==> config.mk <==
export PLATFORM = sky130hd
export DESIGN_NAME = bscan_chain
export DESIGN_NICKNAME = d
export VERILOG_FILES = /design/src/rtl/bsc_pkg.sv /design/src/rtl/bsc_shift_stage.sv /design/src/rtl/bsc_update_latch.sv /design/src/rtl/bsc_cell.sv /design/src/rtl/bscan_chain.sv
export SDC_FILE = /design/constraint.sdc
export NUM_CORES = 1
export LEC_CHECK = 0
export BUFFER_PORTS_ARGS = -buffer_cell sky130_fd_sc_hd__buf_2
export CAP_MARGIN = 10
export CORE_MARGIN = 2
export CORE_UTILIZATION = 40
export CTS_CLUSTER_DIAMETER = 50
export DETAILED_ROUTE_END_ITERATION = 7
export PLACE_DENSITY = 0.73
export REMOVE_ABC_BUFFERS = 1
export SLEW_MARGIN = 20
export SYNTH_ARGS = -nofsm -noshare
export SYNTH_HDL_FRONTEND = slang
export SYNTH_HIERARCHICAL = 1
export SYNTH_SLANG_ARGS = --single-unit
==> constraint.sdc <==
create_clock -name clk -period 1.3 [get_ports clk]
set_clock_uncertainty 0.05 [all_clocks]
set_input_delay 0.26 -clock clk [delete_from_list [all_inputs] [get_ports clk]]
set_output_delay 0.26 -clock clk [all_outputs]
set_load 0.02 [all_outputs]
==> src/rtl/bsc_pkg.sv <==
// Shared definitions for the boundary-scan chain: cell kinds and the
// default chain layout used when the top is elaborated alone.
package bsc_pkg;

    typedef enum logic [1:0] {
        KIND_IN    = 2'd0,
        KIND_IN_RO = 2'd1,
        KIND_OUT   = 2'd2,
        KIND_OE    = 2'd3
    } cell_kind_e;

    localparam int unsigned DEF_NCELLS = 8;

    localparam cell_kind_e DEF_KINDS [DEF_NCELLS] = '{
        KIND_IN, KIND_IN_RO, KIND_OUT, KIND_OE,
        KIND_IN, KIND_OUT,   KIND_OE,  KIND_IN_RO
    };

endpackage

==> src/rtl/bsc_shift_stage.sv <==
// Capture/shift flop of one cell.
// Assumes: strobes are stable around the rising edge; capture beats shift.
module bsc_shift_stage (
    input  logic clk,
    input  logic rst_n,
    input  logic cap_en,
    input  logic shift_en,
    input  logic ser_in,
    input  logic cap_val,
    output logic q
);
    // Load on capture, move on shift, otherwise hold.
    always_ff @(posedge clk) begin
        if (!rst_n)        q <= 1'b0;
        else if (cap_en)   q <= cap_val;
        else if (shift_en) q <= ser_in;
    end
endmodule

==> src/rtl/bsc_update_latch.sv <==
// Update stage of one cell, loaded on the falling edge so that the value
// driven under test mode never moves while data is shifting.
// Assumes: rst_n and upd_en change only just after a rising edge.
module bsc_update_latch (
    input  logic clk,
    input  logic rst_n,
    input  logic upd_en,
    input  logic d,
    output logic q
);
    // Clear on reset, copy the shift stage when update is strobed.
    always_ff @(negedge clk) begin
        if (!rst_n)      q <= 1'b0;
        else if (upd_en) q <= d;
    end
endmodule

==> src/rtl/bsc_cell.sv <==
// One boundary-scan cell; KIND selects the variant built by generate.
// Assumes: the read-only kind has no update stage and never overrides.
module bsc_cell
    import bsc_pkg::*;
#(
    parameter cell_kind_e KIND = KIND_IN
) (
    input  logic clk,
    input  logic rst_n,
    input  logic cap_en,
    input  logic shift_en,
    input  logic upd_en,
    input  logic mode,
    input  logic ser_in,
    input  logic func_in,
    input  logic pull_in,
    output logic ser_out,
    output logic func_out,
    output logic pull_out,
    output logic upd_val
);
    logic sh_q;

    bsc_shift_stage u_shift (
        .clk      (clk),
        .rst_n    (rst_n),
        .cap_en   (cap_en),
        .shift_en (shift_en),
        .ser_in   (ser_in),
        .cap_val  (func_in),
        .q        (sh_q)
    );

    assign ser_out = sh_q;

    generate
        if (KIND == KIND_IN_RO) begin : g_ro
            logic unused_ok;
            // Observe only: the functional path is a plain wire.
            assign unused_ok = upd_en ^ mode;
            assign upd_val   = 1'b0;
            assign func_out  = func_in;
            assign pull_out  = pull_in;
        end else begin : g_upd
            logic upd_q;
            bsc_update_latch u_upd (
                .clk    (clk),
                .rst_n  (rst_n),
                .upd_en (upd_en),
                .d      (sh_q),
                .q      (upd_q)
            );
            assign upd_val  = upd_q;
            // Mode mux toward pad or core.
            assign func_out = mode ? upd_q : func_in;
            if (KIND == KIND_OE) begin : g_pull
                // The enable cell also owns the pull-up disable.
                assign pull_out = mode ? upd_q : pull_in;
            end else begin : g_nopull
                assign pull_out = pull_in;
            end
        end
    endgenerate
endmodule

==> src/rtl/bscan_chain.sv <==
// Chain of boundary-scan cells; cell 0 is next to scan_in, the last cell
// drives scan_out. CELL_KIND gives the kind of every position.
// Assumes: strobes come from an external test access controller.
module bscan_chain
    import bsc_pkg::*;
#(
    parameter int unsigned NCELLS = DEF_NCELLS,
    parameter cell_kind_e  CELL_KIND [NCELLS] = DEF_KINDS
) (
    input  logic              clk,
    input  logic              rst_n,
    input  logic              cap_dr,
    input  logic              shift_dr,
    input  logic              upd_dr,
    input  logic              test_mode,
    input  logic              scan_in,
    output logic              scan_out,
    input  logic [NCELLS-1:0] func_in,
    output logic [NCELLS-1:0] func_out,
    input  logic [NCELLS-1:0] pull_in,
    output logic [NCELLS-1:0] pull_out
);
    localparam int unsigned LAST = NCELLS - 1;

    logic [NCELLS:0]   link;
    logic [NCELLS-1:0] shift_vec;
    logic [NCELLS-1:0] upd_vec;

    assign link[0] = scan_in;

    generate
        for (genvar i = 0; i < NCELLS; i++) begin : g_cell
            bsc_cell #(.KIND(CELL_KIND[i])) u_cell (
                .clk      (clk),
                .rst_n    (rst_n),
                .cap_en   (cap_dr),
                .shift_en (shift_dr),
                .upd_en   (upd_dr),
                .mode     (test_mode),
                .ser_in   (link[i]),
                .func_in  (func_in[i]),
                .pull_in  (pull_in[i]),
                .ser_out  (link[i+1]),
                .func_out (func_out[i]),
                .pull_out (pull_out[i]),
                .upd_val  (upd_vec[i])
            );
            assign shift_vec[i] = link[i+1];
        end
    endgenerate

    assign scan_out = link[LAST+1];
endmodule

[Yosys cells after proc, flatten, opt, wreduce, memory -nomap -nowiden]
Cells that the tools add are included.
Word-level totals
  bits in registers: 14
  bits of input ports: 23
Cells by class
  mux-type cells: 24
  reduce and logical (&&, ||, !) cells: 1
Operators with widths (count)
  $mux 1: 24
  $reduce_bool 2->1: 1

[Longest topological paths before layout]
Gate-level depths: netlist of run 1.
  depth after elaboration: 2
  depth in mapped cells: 2

[Cells and area by module]
Netlist of run 1, hierarchy kept.
Modules (own cells, without submodules)
  bsc_shift_stage: cells each 4, area an instance 47.5 um^2, sequential area each 20.0 um^2, times used 8
  bsc_update_latch: cells each 4, area an instance 40.0 um^2, sequential area each 20.0 um^2, times used 6
  bsc_cell at g_cell[0].u_cell ...: cells each 2, area an instance 22.5 um^2, sequential area each 0.0 um^2, times used 6
  bsc_cell at g_cell[1].u_cell ...: cells each 4, area an instance 26.3 um^2, sequential area each 0.0 um^2, times used 2

==> metrics.txt, run 1 <==
cell area after layout=1070 sq um; via/cell ratio=4.74; vias in the first global route=637; Hold Vio Cnt, Final=0; Iter 0 DRT Violations=8; status=complete, but fails checks; First-pass DRT Iterations=6; most common cell after layout, fill and taps aside=buf_2; Post-Route WL=1640 um; peak supply drop=602 uV; core area=1900 sq um; initial antenna violation count=0; Worst Path Arrival=1.71 ns; buffers plus inverters on the worst setup path=1; CP cell instances=mux2_4 -> buf_6; total number of yosys warnings=6; die height=48.3 um; Area Overhead vs Synth=35.7%; Max-Cap Viols=0; n_diodes=0; cell area after synthesis=786 sq um; pwr/cell area=977 nW/um^2; Synth Instances=72; min-delay src=rst_n; RSZ-0062 raised after global routing=true; Clock Sinks=14; Crit Reg-Reg Startpoint=g_cell[3].u_cell/u_shift/q$_SDFFE_PN0P_; top layer reached by signal wires=met3; CTS H-tree depth=1; CTS tree=yes; Die W=48.3 um; Fin Hold WS=0.251 ns; most frequent cells in the layout=19 x buf_2, 10 x buf_4; violated checks=negative setup slack; worst-path fanout max=2; global-route wire length before repair=2840 um; routed vias=621; Crit-path slowest cell=dfxtp_2; Post-DP Area=955 sq um; routed wl met2=902 um; dpl ws=-0.375 ns; Top delay family on crit path=flip-flops; Tightest Pin Transition=0.283 ns; layout cells sized above 1=0.529; Final Max Slew Viols=0; GPL Wtd Cong=0.769; antenna viol nets, final=0; final setup vio count=8; Worst Setup Start Kind=register; # port buffers=27; Clock Path Buffers=2; Slew Limit Headroom=0.812; full die area=2330 sq um; # IOs=40; DRC Markers=0; GR Util All Layers=0.158; CP Capture Type=output port; DP HPWL=1150 um; Skew-Pair Late Insertion Delay=0.28 ns; hold crit path type=primary input to register; TritonCTS Buffers=3; critical path required time=0.99 ns; gr ovfl total=0; per-cell routed wire length=12.5 um; CTS Hold Bufs=0; met3 WL=98 um; placement row count=16; PnR worst setup slack=-0.716 ns; leakage power=0.000599 uW; syn_area_per_cell=10.9 sq um; Clock transition at path regs=0.08 ns; fin nets=129; clk root buf=clkbuf_4; Max stage delay on crit path=0.32 ns; Met1 Wirelength=638 um; initial core utilization=0.413; largest net degree at the start of global routing=17; critical path startpoint=g_cell[4].u_cell/g_upd.u_upd/q$_SDFFE_NN0P_; CP Class=register to output port
worst paths after layout:
kind	to	slack (ns)	cells past startpoint
max	func_out[4]	-0.72	2
min	g_cell[3].u_cell/u_shift/q$_SDFFE_PN0P_	0.25	2
max reg2reg	g_cell[3].u_cell/g_upd.u_upd/q$_SDFFE_NN0P_	0.01	2
min reg2reg	g_cell[0].u_cell/g_upd.u_upd/q$_SDFFE_NN0P_	0.46	2
area by class of cell:
| type | count | area (sq um) |
|---|---|---|
| Fill cell | 167 | 836 |
| Clock inverter | 6 | 22.5 |
| Clock buffer | 3 | 22.5 |
| Sequential cell | 14 | 289 |
| Tap cell | 27 | 33.8 |
| Multi-Input combinational cell | 44 | 438 |
| Timing Repair Buffer | 37 | 260 |
through the flow:
step           TNS, ns  instances  power (uW)   util
4_1_cts          -5.57        131        1050  0.558
5_1_grt          -5.83        131        1110  0.561
2_1_floorplan    -1.98         64         648      -
3_3_place_gp     -4.26        126         753  0.502
6_report         -5.54        131        1040  0.561
3_5_place_dp     -4.42        126         759  0.502
routing by layer:
layer,up-vias,GRT usage
li1,306,-
met1,289,0.171
met2,26,0.275
met3,0,0.0648
met4,0,0.0571
met5,-,0
registers in the layout, summed over array words and instances, names as in the netlist:
register,cells
g_cell.u_cell/g_upd.u_upd/q,6
g_cell.u_cell/u_shift/q,8
power by group:
part,switching [uW],internal [uW],total (uW)
logic,109,149,258
clock network,179,131,310
registers,14.3,460,474
what timing repair did:
item / CTS / global route
gates cloned: 0 / 0
buffers inserted: 2 / 0
setup endpoints to repair: 8 / 10
pin swaps: 0 / 0
endpoints found under the hold margin: 0 / 0
gates resized for setup: 23 / 4
Power figures use the tool's default switching activity.
==> run 2: changes to the inputs <==
Settings changed: CTS_CLUSTER_DIAMETER 50 to 200, CTS_CLUSTER_SIZE from default to 28, SETUP_SLACK_MARGIN from default to 0.2.
==> metrics.txt, run 2 (same netlist as run 1, synthesis figures left out) <==
status=complete, but fails checks; violated checks=negative setup slack; Worst Setup Start Kind=register; Iter 0 DRT Violations=5 (-3); Setup crit end=func_out[4]; initial core utilization=0.413 (unchanged); Clock transition at path regs=0.08 ns (about the same); cell area after layout=1110 sq um (+4.0%); Area Overhead vs Synth=41.1%; per-cell routed wire length=13.5 um (+7.9%); max reg flops=8 (unchanged); setup tns final=-5.57 ns (-0.0224 ns); initial antenna violation count=0 (unchanged); core area=1900 sq um (unchanged); Die W=48.3 um (unchanged); reg-to-reg slack, setup=0.01 ns (about the same); Skew-Pair Late Insertion Delay=0.28 ns (about the same); Hold Vio Cnt, Final=0 (unchanged); CTS H-tree depth=1 (unchanged); largest net degree at the start of global routing=17 (unchanged); most frequent cells in the layout=18 x buf_2, 16 x mux2_4, 12 x dfxtp_2, 10 x buf_4, 9 x buf_6; via/cell ratio=4.82 (+1.8%); CP Capture Type=output port; DP HPWL=1150 um (unchanged); Crit Reg-Reg Startpoint=g_cell[3].u_cell/u_shift/q$_SDFFE_PN0P_; full die area=2330 sq um (unchanged); leakage power=0.000624 uW (+4.1%); Fin Hold WS=0.252 ns (+0.00136 ns); placement row count=16 (unchanged); Post-Route WL=1770 um (+7.9%); worst-path fanout max=2 (unchanged); die height=48.3 um (unchanged); GR Util All Layers=0.160 (+0.00197); largest register by flop count=g_cell.u_cell/u_shift/q; GPL Wtd Cong=0.769 (unchanged); hold crit path type=primary input to register; gr ovfl total=0 (unchanged); DRC Markers=0 (unchanged); Max stage delay on crit path=0.32 ns (about the same); final setup vio count=8 (unchanged); Post-DP Area=955 sq um (unchanged); fillcell total=165 (-1.2%); multi-input logic area=468 sq um (+6.9%); Worst Path Arrival=1.71 ns (about the same); n_diodes=0 (unchanged); Max-Cap Viols=0 (unchanged); critical path startpoint=g_cell[4].u_cell/g_upd.u_upd/q$_SDFFE_NN0P_; # IOs=40 (unchanged); Slew Limit Headroom=0.812 (about the same); critical path required time=0.99 ns (about the same); layout cells sized above 1=0.654 (+0.125); Crit path depth=2 (unchanged); Top delay family on crit path=flip-flops; reg2reg end=g_cell[3].u_cell/g_upd.u_upd/q$_SDFFE_NN0P_; peak supply drop=585 uV (-3.0%); Clock Path Buffers=2 (unchanged); pwr/cell area=973 nW/um^2 (-0.42%); dpl ws=-0.375 ns (unchanged); Regs by FF count=g_cell.u_cell/u_shift/q x8, g_cell.u_cell/g_upd.u_upd/q x6; Register-to-Register Path Depth=2 (unchanged); TritonCTS Buffers=3 (unchanged); most common cell after layout, fill and taps aside=buf_2; Crit-path slowest cell=dfxtp_2; buffers plus inverters on the worst setup path=1 (unchanged); First-pass DRT Iterations=5 (-1); antenna viol nets, final=0 (unchanged); Tightest Pin Transition=0.282 ns (-0.000677 ns); fin nets=129 (unchanged); global-route wire length before repair=2870 um (+0.99%); clk root buf=clkbuf_4; RSZ-0062 raised after global routing=true; # port buffers=27 (unchanged); Clock Sinks=14 (unchanged); vias in the first global route=642 (+0.78%); CTS tree=yes; routed vias=632 (+1.8%); CP Class=register to output port; PnR worst setup slack=-0.724 ns (-0.00800 ns); Final Max Slew Viols=0 (unchanged); FF+latch area=295 sq um (+2.2%); CP cell instances=mux2_4 -> buf_6
==> run 2: cell types whose count changed in the layout (fill, tap and decap cells not counted) <==
cell,delta
mux2_1,-8
mux2_4,+8
dfxtp_1,-5
dfxtp_2,+5
buf_2,-1
buf_6,+1
==> run 2: what timing repair did <==
item,CTS,global route
gates cloned,0,0
buffers inserted,2,0
endpoints found under the setup margin,16,22
hold buffers,0,0
pin swaps,1,2
gates resized for setup,31,11
==> run 2: how the worst min path moves through the flow <==
stage                                                     start                                           to  slack [ns]  cells past startpoint
floorplan                                                 rst_n      g_cell[0].u_cell/u_shift/q$_SDFFE_PN0P_        0.34                      1
global placement    g_cell[2].u_cell/g_upd.u_upd/q$_SDFFE_NN0P_  g_cell[2].u_cell/g_upd.u_upd/q$_SDFFE_NN0P_        0.45                      2
detailed placement  g_cell[0].u_cell/g_upd.u_upd/q$_SDFFE_NN0P_  g_cell[0].u_cell/g_upd.u_upd/q$_SDFFE_NN0P_        0.46                      2
CTS                                                       rst_n      g_cell[4].u_cell/u_shift/q$_SDFFE_PN0P_        0.25                      2
global route                                              rst_n      g_cell[6].u_cell/u_shift/q$_SDFFE_PN0P_        0.25                      2
finish                                                    rst_n      g_cell[6].u_cell/u_shift/q$_SDFFE_PN0P_        0.25                      2
==> run 2: power by group <==
part	total (uW)	switching [uW]	internal (uW)
Sequential	478	15.6	462
Combinational	284	114	170
Clock	317	186	132
==> run 2: final cells by class <==
type,count,area share
timing repair buffer,37,0.240
tap,27,0.0305
clock buffer,3,0.0203
multi-input combinational,44,0.422
sequential,14,0.266
clock inverter,6,0.0203
==> run 2: metal layers <==
| layer | part of all wire | vias to the layer above | global-route usage | wire (um) |
|---|---|---|---|---|
| li1 | - | 306 | - | - |
| met1 | 0.38 | 296 | 0.173 | 674 |
| met2 | 0.54 | 28 | 0.280 | 960 |
| met3 | 0.063 | 2 | 0.0648 | 112 |
| met4 | 0.012 | 0 | 0.0571 | 21 |
| met5 | 0 | - | 0 | 0 |
==> run 2: stage by stage <==
| step | std cells | util | total power, uW |
|---|---|---|---|
| finish | 131 | 0.583 | 1080 |
| global route | 131 | 0.583 | 1140 |
| CTS | 131 | 0.566 | 1060 |
| detailed placement | 126 | 0.502 | 759 |
| global placement | 126 | 0.502 | 753 |
| floorplan | 64 | - | 648 |
==> run 3: changes to the inputs <==
Clock period 1.3 ns to 1.9 ns, I/O delays scaled along.
==> metrics.txt, run 3 (same netlist as run 1, synthesis figures left out) <==
status=complete, but fails checks; violated checks=negative setup slack; Non-Filler Instances=124 (-5.3%); most frequent cells in the layout=19 x buf_2, 9 x dfxtp_1; most common cell after layout, fill and taps aside=buf_2; clk root buf=clkbuf_4; setup tns final=-4.09 ns (+1.48 ns); Max-Cap Viols=0 (unchanged); CTS Hold Bufs=0 (unchanged); per-cell routed wire length=12.9 um (-4.4%); layout cells sized above 1=0.474 (-0.180); GPL Wtd Cong=0.749 (-2.6%); gr ovfl total=0 (unchanged); Area Overhead vs Synth=28.3%; leakage power=0.000557 uW (-11%); Final Max Slew Viols=0 (unchanged); CP Class=register to output port; placement row count=16 (unchanged); largest register by flop count=g_cell.u_cell/u_shift/q; multi-input logic area=438 sq um (-6.4%); TritonCTS Buffers=3 (unchanged); CTS H-tree depth=1 (unchanged); final setup vio count=8 (unchanged); DRC Markers=0 (unchanged); Tightest Pin Transition=0.273 ns (-0.00897 ns); First-pass DRT Iterations=3 (-2); routed vias=601 (-4.9%); GR Util All Layers=0.144 (-0.0159); Hold Vio Cnt, Final=0 (unchanged); fin nets=121 (-6.2%); largest net degree at the start of global routing=17 (unchanged); PnR worst setup slack=-0.524 ns (+0.200 ns); vias in the first global route=620 (-3.4%); peak supply drop=332 uV (-43%); fillcell total=188 (+14%); max reg flops=8 (unchanged); Iter 0 DRT Violations=2 (-3); global-route wire length before repair=2660 um (-7.5%); Clock Path Buffers=2 (unchanged); FF+latch area=287 sq um (-3.0%); via/cell ratio=4.85 (+0.46%); Skew-Pair Late Insertion Delay=0.27 ns (about the same); Regs by FF count=g_cell.u_cell/u_shift/q x8, g_cell.u_cell/g_upd.u_upd/q x6; CP Capture Type=output port; full die area=2330 sq um (unchanged); pwr/cell area=697 nW/um^2 (-28%); Post-Route WL=1600 um (-9.6%); post-CTS setup buffer count=0 (-2); Worst Path Arrival=1.99 ns (+0.28 ns); # port buffers=27 (unchanged); die height=48.3 um (unchanged); hold crit path type=primary input to register; critical path required time=1.47 ns (+0.48 ns); Clock Sinks=14 (unchanged); initial antenna violation count=0 (unchanged); Slew Limit Headroom=0.818 (+0.00598); RSZ-0062 raised after global routing=true; initial core utilization=0.413 (unchanged); # IOs=40 (unchanged); worst-path fanout max=3 (+1); Worst Setup Start Kind=register; cell count after placement=120 (-4.8%); Fin Hold WS=0.385 ns (+0.132 ns); core area=1900 sq um (unchanged); Die W=48.3 um (unchanged); antenna viol nets, final=0 (unchanged); CTS tree=yes; Clock transition at path regs=0.09 ns (about the same); n_diodes=0 (unchanged)
-- run 3: changes by cell type in the layout (fill, tap and decap cells not counted) --
cell        before  now
dfxtp_2         12    5
buf_6            9    8
buf_4           10    2
dfxtp_1          2    9
mux2_1           0    8
buf_2           18   19
clkinvlp_2       0    1
mux2_4          16    8
-- run 3: final cells by class --
cell class,instances,area share
clock buffer,3,0.0223
timing repair buffer,29,0.199
tap,27,0.0335
clock inverter,7,0.0273
multi-input combinational,44,0.434
sequential,14,0.284
-- run 3: repair_timing --
action	4_1_cts	5_1_grt
endpoints found under the setup margin	8	8
cloned	0	0
gates resized for setup	22	3
-- run 3: path summary, 6_finish.rpt --
path	depth (start not counted)	slack (ns)	start	endpoint
max reg2reg	2	0.32	g_cell[0].u_cell/u_shift/q$_SDFFE_PN0P_	g_cell[0].u_cell/g_upd.u_upd/q$_SDFFE_NN0P_
min	2	0.38	rst_n	g_cell[2].u_cell/u_shift/q$_SDFFE_PN0P_
min reg2reg	2	0.46	g_cell[2].u_cell/g_upd.u_upd/q$_SDFFE_NN0P_	g_cell[2].u_cell/g_upd.u_upd/q$_SDFFE_NN0P_
max	2	-0.52	g_cell[3].u_cell/g_upd.u_upd/q$_SDFFE_NN0P_	pull_out[3]
-- run 3: layer usage --
layer,global-route usage,vias to the layer above,part of all wire
met3,0.0494,0,0.056
met4,0.0429,0,0
met5,0,-,0
li1,-,289,-
met2,0.266,25,0.54
met1,0.153,287,0.40
-- run 3: through the flow --
step	cell area [sq um]	utilization	power (uW)	worst slack, ns
after floorplan	726	-	444	-0.0832
after global placement	910	0.478	502	-0.175
after detailed placement	910	0.478	506	-0.196
after CTS	1000	0.528	712	-0.533
after global routing	1010	0.530	763	-0.575
final	1010	0.530	703	-0.524
-- run 3: critical path, stage by stage, from the launching register on --
cell and delay [ns]:
dfxtp_2 0.32, mux2_4 0.26, buf_6 0.13
-- run 3: report_power, final --
group / internal [uW] / switching [uW] / total, uW
Clock: 93.1 / 126 / 219
Combinational: 89.2 / 70.0 / 159
Sequential: 314 / 11.4 / 325
